$ cat config.mk
export PLATFORM = sky130hd
export DESIGN_NAME = gpio_portregs
export DESIGN_NICKNAME = d
export VERILOG_FILES = /design/src/rtl/gpio_portregs_pkg.sv /design/src/rtl/gpio_csr16.sv /design/src/rtl/gpio_in_sync.sv /design/src/rtl/gpio_pin_map.sv /design/src/rtl/gpio_portregs.sv
export SDC_FILE = /design/constraint.sdc
export NUM_CORES = 1
export LEC_CHECK = 0
export BUFFER_PORTS_ARGS = -buffer_cell sky130_fd_sc_hd__buf_2
export CORE_ASPECT_RATIO = 1.25
export CORE_MARGIN = 10
export CORE_UTILIZATION = 25
export CTS_BUF_LIST = sky130_fd_sc_hd__clkbuf_2
export CTS_CLUSTER_DIAMETER = 80
export DETAILED_ROUTE_END_ITERATION = 12
export SLEW_MARGIN = 25
export SYNTH_ARGS = -nofsm -noshare
export SYNTH_HDL_FRONTEND = slang
export SYNTH_HIERARCHICAL = 1
export SYNTH_SLANG_ARGS = --single-unit
$ cat constraint.sdc
create_clock -name clk -period 4.6 [get_ports clk]
set_clock_uncertainty 0.15 [all_clocks]
set_input_delay 0.23 -clock clk [delete_from_list [all_inputs] [get_ports clk]]
set_output_delay 0.23 -clock clk [all_outputs]
set_load 0.01 [all_outputs]
$ cat src/rtl/gpio_portregs_pkg.sv
package gpio_portregs_pkg;

  typedef enum logic [1:0] {
    GV_PULL50 = 2'd0,
    GV_PIN36  = 2'd1,
    GV_PIN48  = 2'd2
  } gpio_variant_e;

  localparam int REG_AW    = 9;
  localparam int REG_DW    = 16;
  localparam int MAX_PINS  = 50;
  localparam int PULL_PINS = 15;
  localparam int NUM_REGS  = 8;

  // register slot indices
  localparam int RI_DIR_LO = 0;
  localparam int RI_DIR_HI = 1;
  localparam int RI_VAL_LO = 2;
  localparam int RI_VAL_HI = 3;
  localparam int RI_EXT_A  = 4;
  localparam int RI_EXT_B  = 5;
  localparam int RI_PULLEN = 6;
  localparam int RI_PULLUP = 7;

  function automatic int pin_count(gpio_variant_e v);
    case (v)
      GV_PULL50: return 50;
      GV_PIN36:  return 36;
      default:   return 48;
    endcase
  endfunction

  function automatic logic [REG_AW-1:0] reg_offset(int idx);
    case (idx)
      RI_DIR_LO: return 9'h000;
      RI_DIR_HI: return 9'h002;
      RI_VAL_LO: return 9'h004;
      RI_VAL_HI: return 9'h006;
      RI_EXT_A:  return 9'h01C;
      RI_EXT_B:  return 9'h01E;
      RI_PULLEN: return 9'h1E0;
      default:   return 9'h1E2;
    endcase
  endfunction

  // bits of pins 32..47 that exist in a variant
  function automatic logic [REG_DW-1:0] ext_pin_mask(gpio_variant_e v);
    int n;
    n = pin_count(v) - 32;
    if (n >= 16) return '1;
    return REG_DW'((32'd1 << n) - 32'd1);
  endfunction

  function automatic logic [REG_DW-1:0] reg_wmask(gpio_variant_e v, int idx);
    case (idx)
      RI_EXT_A: return ext_pin_mask(v);
      RI_EXT_B: begin
        if (v == GV_PIN48)  return ext_pin_mask(v);
        if (v == GV_PULL50) return 16'h0303;
        return '0;
      end
      RI_PULLEN, RI_PULLUP:
        return (v == GV_PULL50) ? REG_DW'((32'd1 << PULL_PINS) - 32'd1) : '0;
      default: return '1;
    endcase
  endfunction

  function automatic logic is_mapped(logic [REG_AW-1:0] a);
    for (int i = 0; i < NUM_REGS; i++)
      if (a == reg_offset(i)) return 1'b1;
    return 1'b0;
  endfunction

endpackage

$ cat src/rtl/gpio_csr16.sv
module gpio_csr16 #(
  parameter int AW = 9,
  parameter int DW = 16,
  parameter logic [AW-1:0] ADDR  = '0,
  parameter logic [DW-1:0] WMASK = '1
) (
  input  logic          clk,
  input  logic          rst,
  input  logic          wr_en,
  input  logic [AW-1:0] addr,
  input  logic [DW-1:0] wdata,
  output logic [DW-1:0] q
);

  always_ff @(posedge clk) begin
    if (rst)
      q <= '0;
    else if (wr_en && addr == ADDR)
      q <= wdata & WMASK;
  end

endmodule

$ cat src/rtl/gpio_in_sync.sv
module gpio_in_sync #(
  parameter int WIDTH  = 50,
  parameter int STAGES = 2
) (
  input  logic             clk,
  input  logic             rst,
  input  logic [WIDTH-1:0] din,
  output logic [WIDTH-1:0] dout
);

  logic [STAGES-1:0][WIDTH-1:0] stage_q;

  always_ff @(posedge clk) begin
    if (rst) begin
      stage_q <= '0;
    end else begin
      stage_q[0] <= din;
      for (int i = 1; i < STAGES; i++)
        stage_q[i] <= stage_q[i-1];
    end
  end

  assign dout = stage_q[STAGES-1];

endmodule

$ cat src/rtl/gpio_pin_map.sv
module gpio_pin_map
  import gpio_portregs_pkg::*;
#(
  parameter gpio_variant_e VARIANT = GV_PULL50
) (
  input  logic [NUM_REGS-1:0][REG_DW-1:0] regs,
  output logic [MAX_PINS-1:0]             oe_v,
  output logic [MAX_PINS-1:0]             val_v
);

  localparam int NPINS = pin_count(VARIANT);
  localparam logic [MAX_PINS-1:0] PIN_EXIST = MAX_PINS'((64'd1 << NPINS) - 64'd1);

  logic [MAX_PINS-1:0] oe_raw, val_raw;

  always_comb begin
    oe_raw  = '0;
    val_raw = '0;
    oe_raw[15:0]   = regs[RI_DIR_LO];
    oe_raw[31:16]  = regs[RI_DIR_HI];
    val_raw[15:0]  = regs[RI_VAL_LO];
    val_raw[31:16] = regs[RI_VAL_HI];
    if (VARIANT == GV_PIN48) begin
      oe_raw[47:32]  = regs[RI_EXT_A];
      val_raw[47:32] = regs[RI_EXT_B];
    end else begin
      val_raw[47:32] = regs[RI_EXT_A];
      if (VARIANT == GV_PULL50) begin
        val_raw[49:48] = regs[RI_EXT_B][1:0];
        oe_raw[49:48]  = regs[RI_EXT_B][9:8];
      end
    end
  end

  assign oe_v  = oe_raw & PIN_EXIST;
  assign val_v = val_raw & PIN_EXIST;

endmodule

$ cat src/rtl/gpio_portregs.sv
module gpio_portregs
  import gpio_portregs_pkg::*;
#(
  parameter gpio_variant_e VARIANT     = GV_PULL50,
  parameter int            SYNC_STAGES = 2
) (
  input  logic                 clk,
  input  logic                 rst,
  input  logic                 bus_wr,
  input  logic                 bus_rd,
  input  logic [REG_AW-1:0]    bus_addr,
  input  logic [REG_DW-1:0]    bus_wdata,
  output logic [REG_DW-1:0]    bus_rdata,
  input  logic [MAX_PINS-1:0]  pad_in,
  output logic [MAX_PINS-1:0]  pad_oe,
  output logic [MAX_PINS-1:0]  pad_out,
  output logic [PULL_PINS-1:0] pad_pull_en,
  output logic [PULL_PINS-1:0] pad_pull_up
);

  localparam int NPINS = pin_count(VARIANT);
  localparam logic [MAX_PINS-1:0] PIN_EXIST = MAX_PINS'((64'd1 << NPINS) - 64'd1);
  localparam logic [REG_AW-1:0] OFS_DIR_LO = reg_offset(RI_DIR_LO);
  localparam logic [REG_AW-1:0] OFS_DIR_HI = reg_offset(RI_DIR_HI);
  localparam logic [REG_AW-1:0] OFS_VAL_LO = reg_offset(RI_VAL_LO);
  localparam logic [REG_AW-1:0] OFS_VAL_HI = reg_offset(RI_VAL_HI);
  localparam logic [REG_AW-1:0] OFS_EXT_A  = reg_offset(RI_EXT_A);
  localparam logic [REG_AW-1:0] OFS_EXT_B  = reg_offset(RI_EXT_B);
  localparam logic [REG_AW-1:0] OFS_PULLEN = reg_offset(RI_PULLEN);
  localparam logic [REG_AW-1:0] OFS_PULLUP = reg_offset(RI_PULLUP);

  logic [NUM_REGS-1:0][REG_DW-1:0] rq;
  logic [MAX_PINS-1:0] pin_lvl, oe_v, val_v, rb_v;
  logic [REG_DW-1:0]   rd_next;

  // storage: one masked register per mapped offset
  for (genvar g = 0; g < NUM_REGS; g++) begin : g_reg
    gpio_csr16 #(
      .AW   (REG_AW),
      .DW   (REG_DW),
      .ADDR (reg_offset(g)),
      .WMASK(reg_wmask(VARIANT, g))
    ) u_reg (
      .clk  (clk),
      .rst  (rst),
      .wr_en(bus_wr),
      .addr (bus_addr),
      .wdata(bus_wdata),
      .q    (rq[g])
    );
  end

  gpio_in_sync #(
    .WIDTH (MAX_PINS),
    .STAGES(SYNC_STAGES)
  ) u_sync (
    .clk (clk),
    .rst (rst),
    .din (pad_in & PIN_EXIST),
    .dout(pin_lvl)
  );

  gpio_pin_map #(
    .VARIANT(VARIANT)
  ) u_map (
    .regs (rq),
    .oe_v (oe_v),
    .val_v(val_v)
  );

  // per-pin read-back: stored value when driving, pad level otherwise
  assign rb_v = (oe_v & val_v) | (~oe_v & pin_lvl);

  always_comb begin
    rd_next = '0;
    case (bus_addr)
      OFS_DIR_LO: rd_next = rq[RI_DIR_LO];
      OFS_DIR_HI: rd_next = rq[RI_DIR_HI];
      OFS_VAL_LO: rd_next = rb_v[15:0];
      OFS_VAL_HI: rd_next = rb_v[31:16];
      OFS_EXT_A:  rd_next = (VARIANT == GV_PIN48) ? rq[RI_EXT_A] : rb_v[47:32];
      OFS_EXT_B: begin
        if (VARIANT == GV_PIN48)
          rd_next = rb_v[47:32];
        else if (VARIANT == GV_PULL50)
          rd_next = (rq[RI_EXT_B] & 16'h0300) | {14'b0, rb_v[49:48]};
        else
          rd_next = rq[RI_EXT_B];
      end
      OFS_PULLEN: rd_next = rq[RI_PULLEN];
      OFS_PULLUP: rd_next = rq[RI_PULLUP];
      default:    rd_next = '0;
    endcase
  end

  always_ff @(posedge clk) begin
    if (rst)
      bus_rdata <= '0;
    else if (bus_rd)
      bus_rdata <= rd_next;
  end

  assign pad_oe      = oe_v;
  assign pad_out     = val_v;
  assign pad_pull_en = rq[RI_PULLEN][PULL_PINS-1:0];
  assign pad_pull_up = rq[RI_PULLUP][PULL_PINS-1:0];


  dir_lo_write_chk: assert property (@(posedge clk) disable iff (rst)
    (bus_wr && bus_addr == OFS_DIR_LO) |=> (pad_oe[15:0] == $past(bus_wdata)));


  val_lo_write_chk: assert property (@(posedge clk) disable iff (rst)
    (bus_wr && bus_addr == OFS_VAL_LO) |=> (pad_out[15:0] == $past(bus_wdata)));


  unmapped_write_chk: assert property (@(posedge clk) disable iff (rst)
    (bus_wr && !is_mapped(bus_addr)) |=>
      ($stable(pad_oe) && $stable(pad_out) && $stable(pad_pull_en) && $stable(pad_pull_up)));


  unmapped_read_chk: assert property (@(posedge clk) disable iff (rst)
    (bus_rd && !is_mapped(bus_addr)) |=> (bus_rdata == '0));


  rdata_hold_chk: assert property (@(posedge clk) disable iff (rst)
    !bus_rd |=> $stable(bus_rdata));


  dir_hi_read_old_chk: assert property (@(posedge clk) disable iff (rst)
    (bus_rd && bus_addr == OFS_DIR_HI) |=> (bus_rdata == $past(pad_oe[31:16])));

endmodule

# Yosys cells after proc, flatten, opt, wreduce, memory -nomap -nowiden
# Index checks and enable logic that the tools add are counted.
# W data, S select, Z words.
# totals
reg_bits	230
in_bits	79
output_inout_bits	146
wordCells	33
# op_classes
n_eq_ne	7
muxes	1
n_bitwise	5
n_reduce_logical	9
# ops
cell	n
$pmux W16 S8	1
$and A50 B50 Y50	2
$not A50 Y50	1
$or A50 B50 Y50	1
$eq A9 B3 Y1 const B	2
$eq A9 B5 Y1 const B	2
$eq A9 B9 Y1 const B	2
$or A10 B2 Y10	1
$eq A9 B2 Y1 const B	1
$logic_not A9 Y1	1
$logic_and A1 B1 Y1	8

# Depth between registers and ports, before layout
# depth
word_depth	5
depth_mapped	7
depth_no_buf	5

# Hierarchy
# The synthesis kept the hierarchy.
# by_module_without_submodules
module	instances	cells_per_inst	area_each_um2	seq_area_each_um2
gpio_in_sync	1	261	3584.7	2001.9
gpio_portregs	1	237	1974.4	320.3
gpio_pin_map	1	101	754.5	0.0
gpio_csr16 (g_reg[3].u_reg)	1	72	750.7	320.3
gpio_csr16 (g_reg[1].u_reg)	1	71	748.2	320.3
gpio_csr16 (g_reg[2].u_reg)	1	72	748.2	320.3
gpio_csr16 (g_reg[4].u_reg)	1	71	747.0	320.3
gpio_csr16 (g_reg[0].u_reg)	1	71	745.7	320.3
gpio_csr16 (g_reg[7].u_reg)	1	69	716.9	300.3
gpio_csr16 (g_reg[6].u_reg)	1	69	713.2	300.3
gpio_csr16 (g_reg[5].u_reg)	1	32	320.3	80.1

# Least setup slack after synthesis
# No wires, ideal clock.
# synth_path
path_kind	input port to flip-flop
startpoint	in bus_addr[7]
endpoint	reg g_reg[0].u_reg.q[10]
setup_ns	0.072
t_arrival_ns	1.639
path_slack_ns	2.739
stages	4
path_buffers	1
cell_sequence	or4b_4 nor4_4 buf_6 mux2i_1
# synth_via
elab_chain_cells	2
# synth_rtl
element	line_no	source
start: declaration	gpio_portregs.sv:11	input logic [REG_AW-1:0] bus_addr,
$logic_not A9 Y1	gpio_csr16.sv:18	else if (wr_en && addr == ADDR)
$logic_and A1 B1 Y1	gpio_csr16.sv:18	
end signal: assignment	gpio_csr16.sv:19	q <= wdata & WMASK;
end: declaration	gpio_csr16.sv:12	output logic [DW-1:0] q
# No other way between the ends.
# A chain may end at the register's enable or synchronous reset.

# Worst setup path after layout
# layout_path
startpoint	in bus_addr[1]
endpoint	reg g_reg[0].u_reg.q[15]
# Same word-level chain as after synthesis.

==> impl_metrics.ini <==
[routing]
dr.pass1.iters = 5
detail-route-antenna-nets = 0
drt_iter0_markers = 407
post_drt_via_cell_ratio = 4.25
detail_route.wirelength_mm = 40.4
detail_route.drc_violations = 0
post_drt_wl_per_cell_um = 20.2
dr_total_vias = 8483

[floorplan]
num_io_pins = 225
vertical_extent_of_the_die_um = 262
core_um2 = 46200
dieWidth_um = 214
row_count = 88
floorplan.initialDensity_pct = 25.3
total_die_area_um2 = 56000

[grt]
gr-total-overflow = 0
antenna_found_initial = 2
wire_length_of_the_first_global_routing_pass_mm = 57.9
grt_util_all_layers_pct = 14.0
grt_pass1_vias = 8871
grt_max_degree = 159

[yosys]
synth.cell_area_um2 = 11700
synthesis.yosys.warnings = 6
syn-instance-count = 1113
syn_avg_cell_area_um2 = 10.5

[sta]
drv_slew = 0
timing.setup.tns_ns = 0
rsz0062_at_grt = no
finalWorstPathRequiredPeriod_ns = 3.44
final.period_utilization_pct = 74.8
holdWs_ns = 0.0831
maxSlewHeadroom_pct = 31.6
achievable-frequency_ghz = 0.290
timing_worst_slew_pin_value_ns = 1.02
hold_viol_final = 0
timing.final.setup_violations = 0

[critical_path]
path_class = in -> reg
cp_data_arrival_time_ns = 4.16
setup.worst_path.start_class = input pin
worst-path-max-fanout = 34
critical-path-top-cell-by-count = sky130_fd_sc_hd__dlygate4sd3_1
crit_required_ns = 5.32
critical_path.slowest_cell = sky130_fd_sc_hd__or4_1
critical_path.endpoint_type = flip-flop
critical_path.max_stage_delay_ns = 0.60
r2r_slack_ns = 2.83
worstPathCellList = dlygate4sd3_1, buf_2, or4_1, dlygate4sd3_1, nor4_4, dlygate4sd3_1, buf_4, mux2i_1, dlygate4sd3_1

[layout]
final_core_util_pct = 30.9
area_overhead_of_the_layout_relative_to_synthesis_pct = 22.2
register_area_um2 = 4600
count_of_fill_cells_added_during_filler_insertion = 4838
multi_input_area_um2 = 5550
layout-drive-gt1-share_pct = 30.1
stdcell_area_um2 = 14300
design.final.nets = 1449

[power]
leak_nw = 5.71
vdd_drop_max_mv = 0.110
cell_pwr_density_nw_per_um2 = 274

[min_path]
hold_crit_path_type = in -> reg

[flow_run]
drv.max_cap_violation_count = 0

[placed_design]
final_gp_congestion = 0.830
buffer_ports.inserted = 208
postPlaceCellArea_um2 = 12000
dp.final_hpwl_mm = 30.0

[clock_tree]
clock-sinks = 230
tritoncts.num_buffers = 56
latest_clock_arrival_within_the_worst_skew_pair_ns = 0.92
clock_slew_at_the_register_clock_pins_of_the_worst_setup_and_hold_paths_ns = 0.11
cts_tree = built
clock_tree.root_cell = sky130_fd_sc_hd__clkbuf_2
htree_num_levels = 2
cts-root-to-sink-buffers = 3

[run_status]
status = finished, final reports clean
worst max-delay path: cells and delay by family:
family                 cells  cell delay [ns]
buffers and inverters      6             2.95
AND/OR/NAND/NOR            2             0.73
multiplexers               1             0.22
registers in the layout, indices dropped and copies added (netlist names):
register	count
u_sync/dout	50
g.u_reg/q	114
u_sync/stage_q	50
bus_rdata	16
per-stage QoR:
step | power (W) | std cells | worst slack, ns
floorplan | 0.00233 | 1128 | 2.74
global placement | 0.00240 | 1725 | 1.27
detailed placement | 0.00240 | 1725 | 1.62
CTS | 0.00397 | 1993 | 1.24
global route | 0.00409 | 1995 | 1.08
finish | 0.00391 | 1996 | 1.16
final cells by class:
class / count / share of cell area (%)
multi-input cells: 690 / 38.8
inverters: 1 / 0.0262
diodes: 2 / 0.0350
flip-flops and latches: 230 / 32.2
well taps: 585 / 5.12
repair buffers: 391 / 20.2
clock inverters: 18 / 0.875
clock buffers: 79 / 2.76
power by group:
part	switching [W]	internal (W)	total, W	leakage (nW)
clock network	0.000870	0.000576	0.00145	0.396
logic	0.000198	0.000226	0.000424	3.44
registers	0.0000124	0.00203	0.00204	1.87
total	0.00108	0.00283	0.00391	5.71
path summary, 6_finish.rpt:
kind	startpoint	to	cells past startpoint
hold / removal	bus_wdata[13]	g_reg[0].u_reg/q[13]	4
hold reg to reg	u_sync/stage_q[25]	u_sync/dout[25]	1
setup reg to reg	g_reg[1].u_reg/q[3]	bus_rdata[3]	4
setup / recovery	bus_addr[1]	g_reg[0].u_reg/q[15]	9
cells in the final DEF, fill, tap and decap left out, types with 11 or more instances in the layout:
cell type,instances
sky130_fd_sc_hd__mux2_2,13
sky130_fd_sc_hd__a211oi_1,20
sky130_fd_sc_hd__buf_2,207
sky130_fd_sc_hd__clkinv_1,11
sky130_fd_sc_hd__conb_1,18
sky130_fd_sc_hd__nor2b_1,28
sky130_fd_sc_hd__clkbuf_2,79
sky130_fd_sc_hd__nor2b_2,51
sky130_fd_sc_hd__nor2b_4,33
sky130_fd_sc_hd__o21ai_0,11
sky130_fd_sc_hd__dfxtp_1,230
sky130_fd_sc_hd__a21oi_1,12
sky130_fd_sc_hd__a22oi_1,12
sky130_fd_sc_hd__dlygate4sd3_1,171
sky130_fd_sc_hd__o22ai_1,16
sky130_fd_sc_hd__nand2b_1,229
sky130_fd_sc_hd__mux2i_1,166
routing by layer:
layer / vias to the layer above / part of all wire (%) / track usage (%)
li1: 4129 / - / -
met1: 3969 / 37 / 14.6
met2: 292 / 49 / 23.8
met3: 93 / 8.6 / 5.24
met4: 0 / 5.6 / 8.40
met5: - / 0 / 0
what timing repair did:
action                    4_1_cts  5_1_grt
setup buffers                   0        0
gates resized for setup         0        0
hold buffers                  171        0
hold endpoints to repair      193        0
Power figures use the tool's default switching activity.
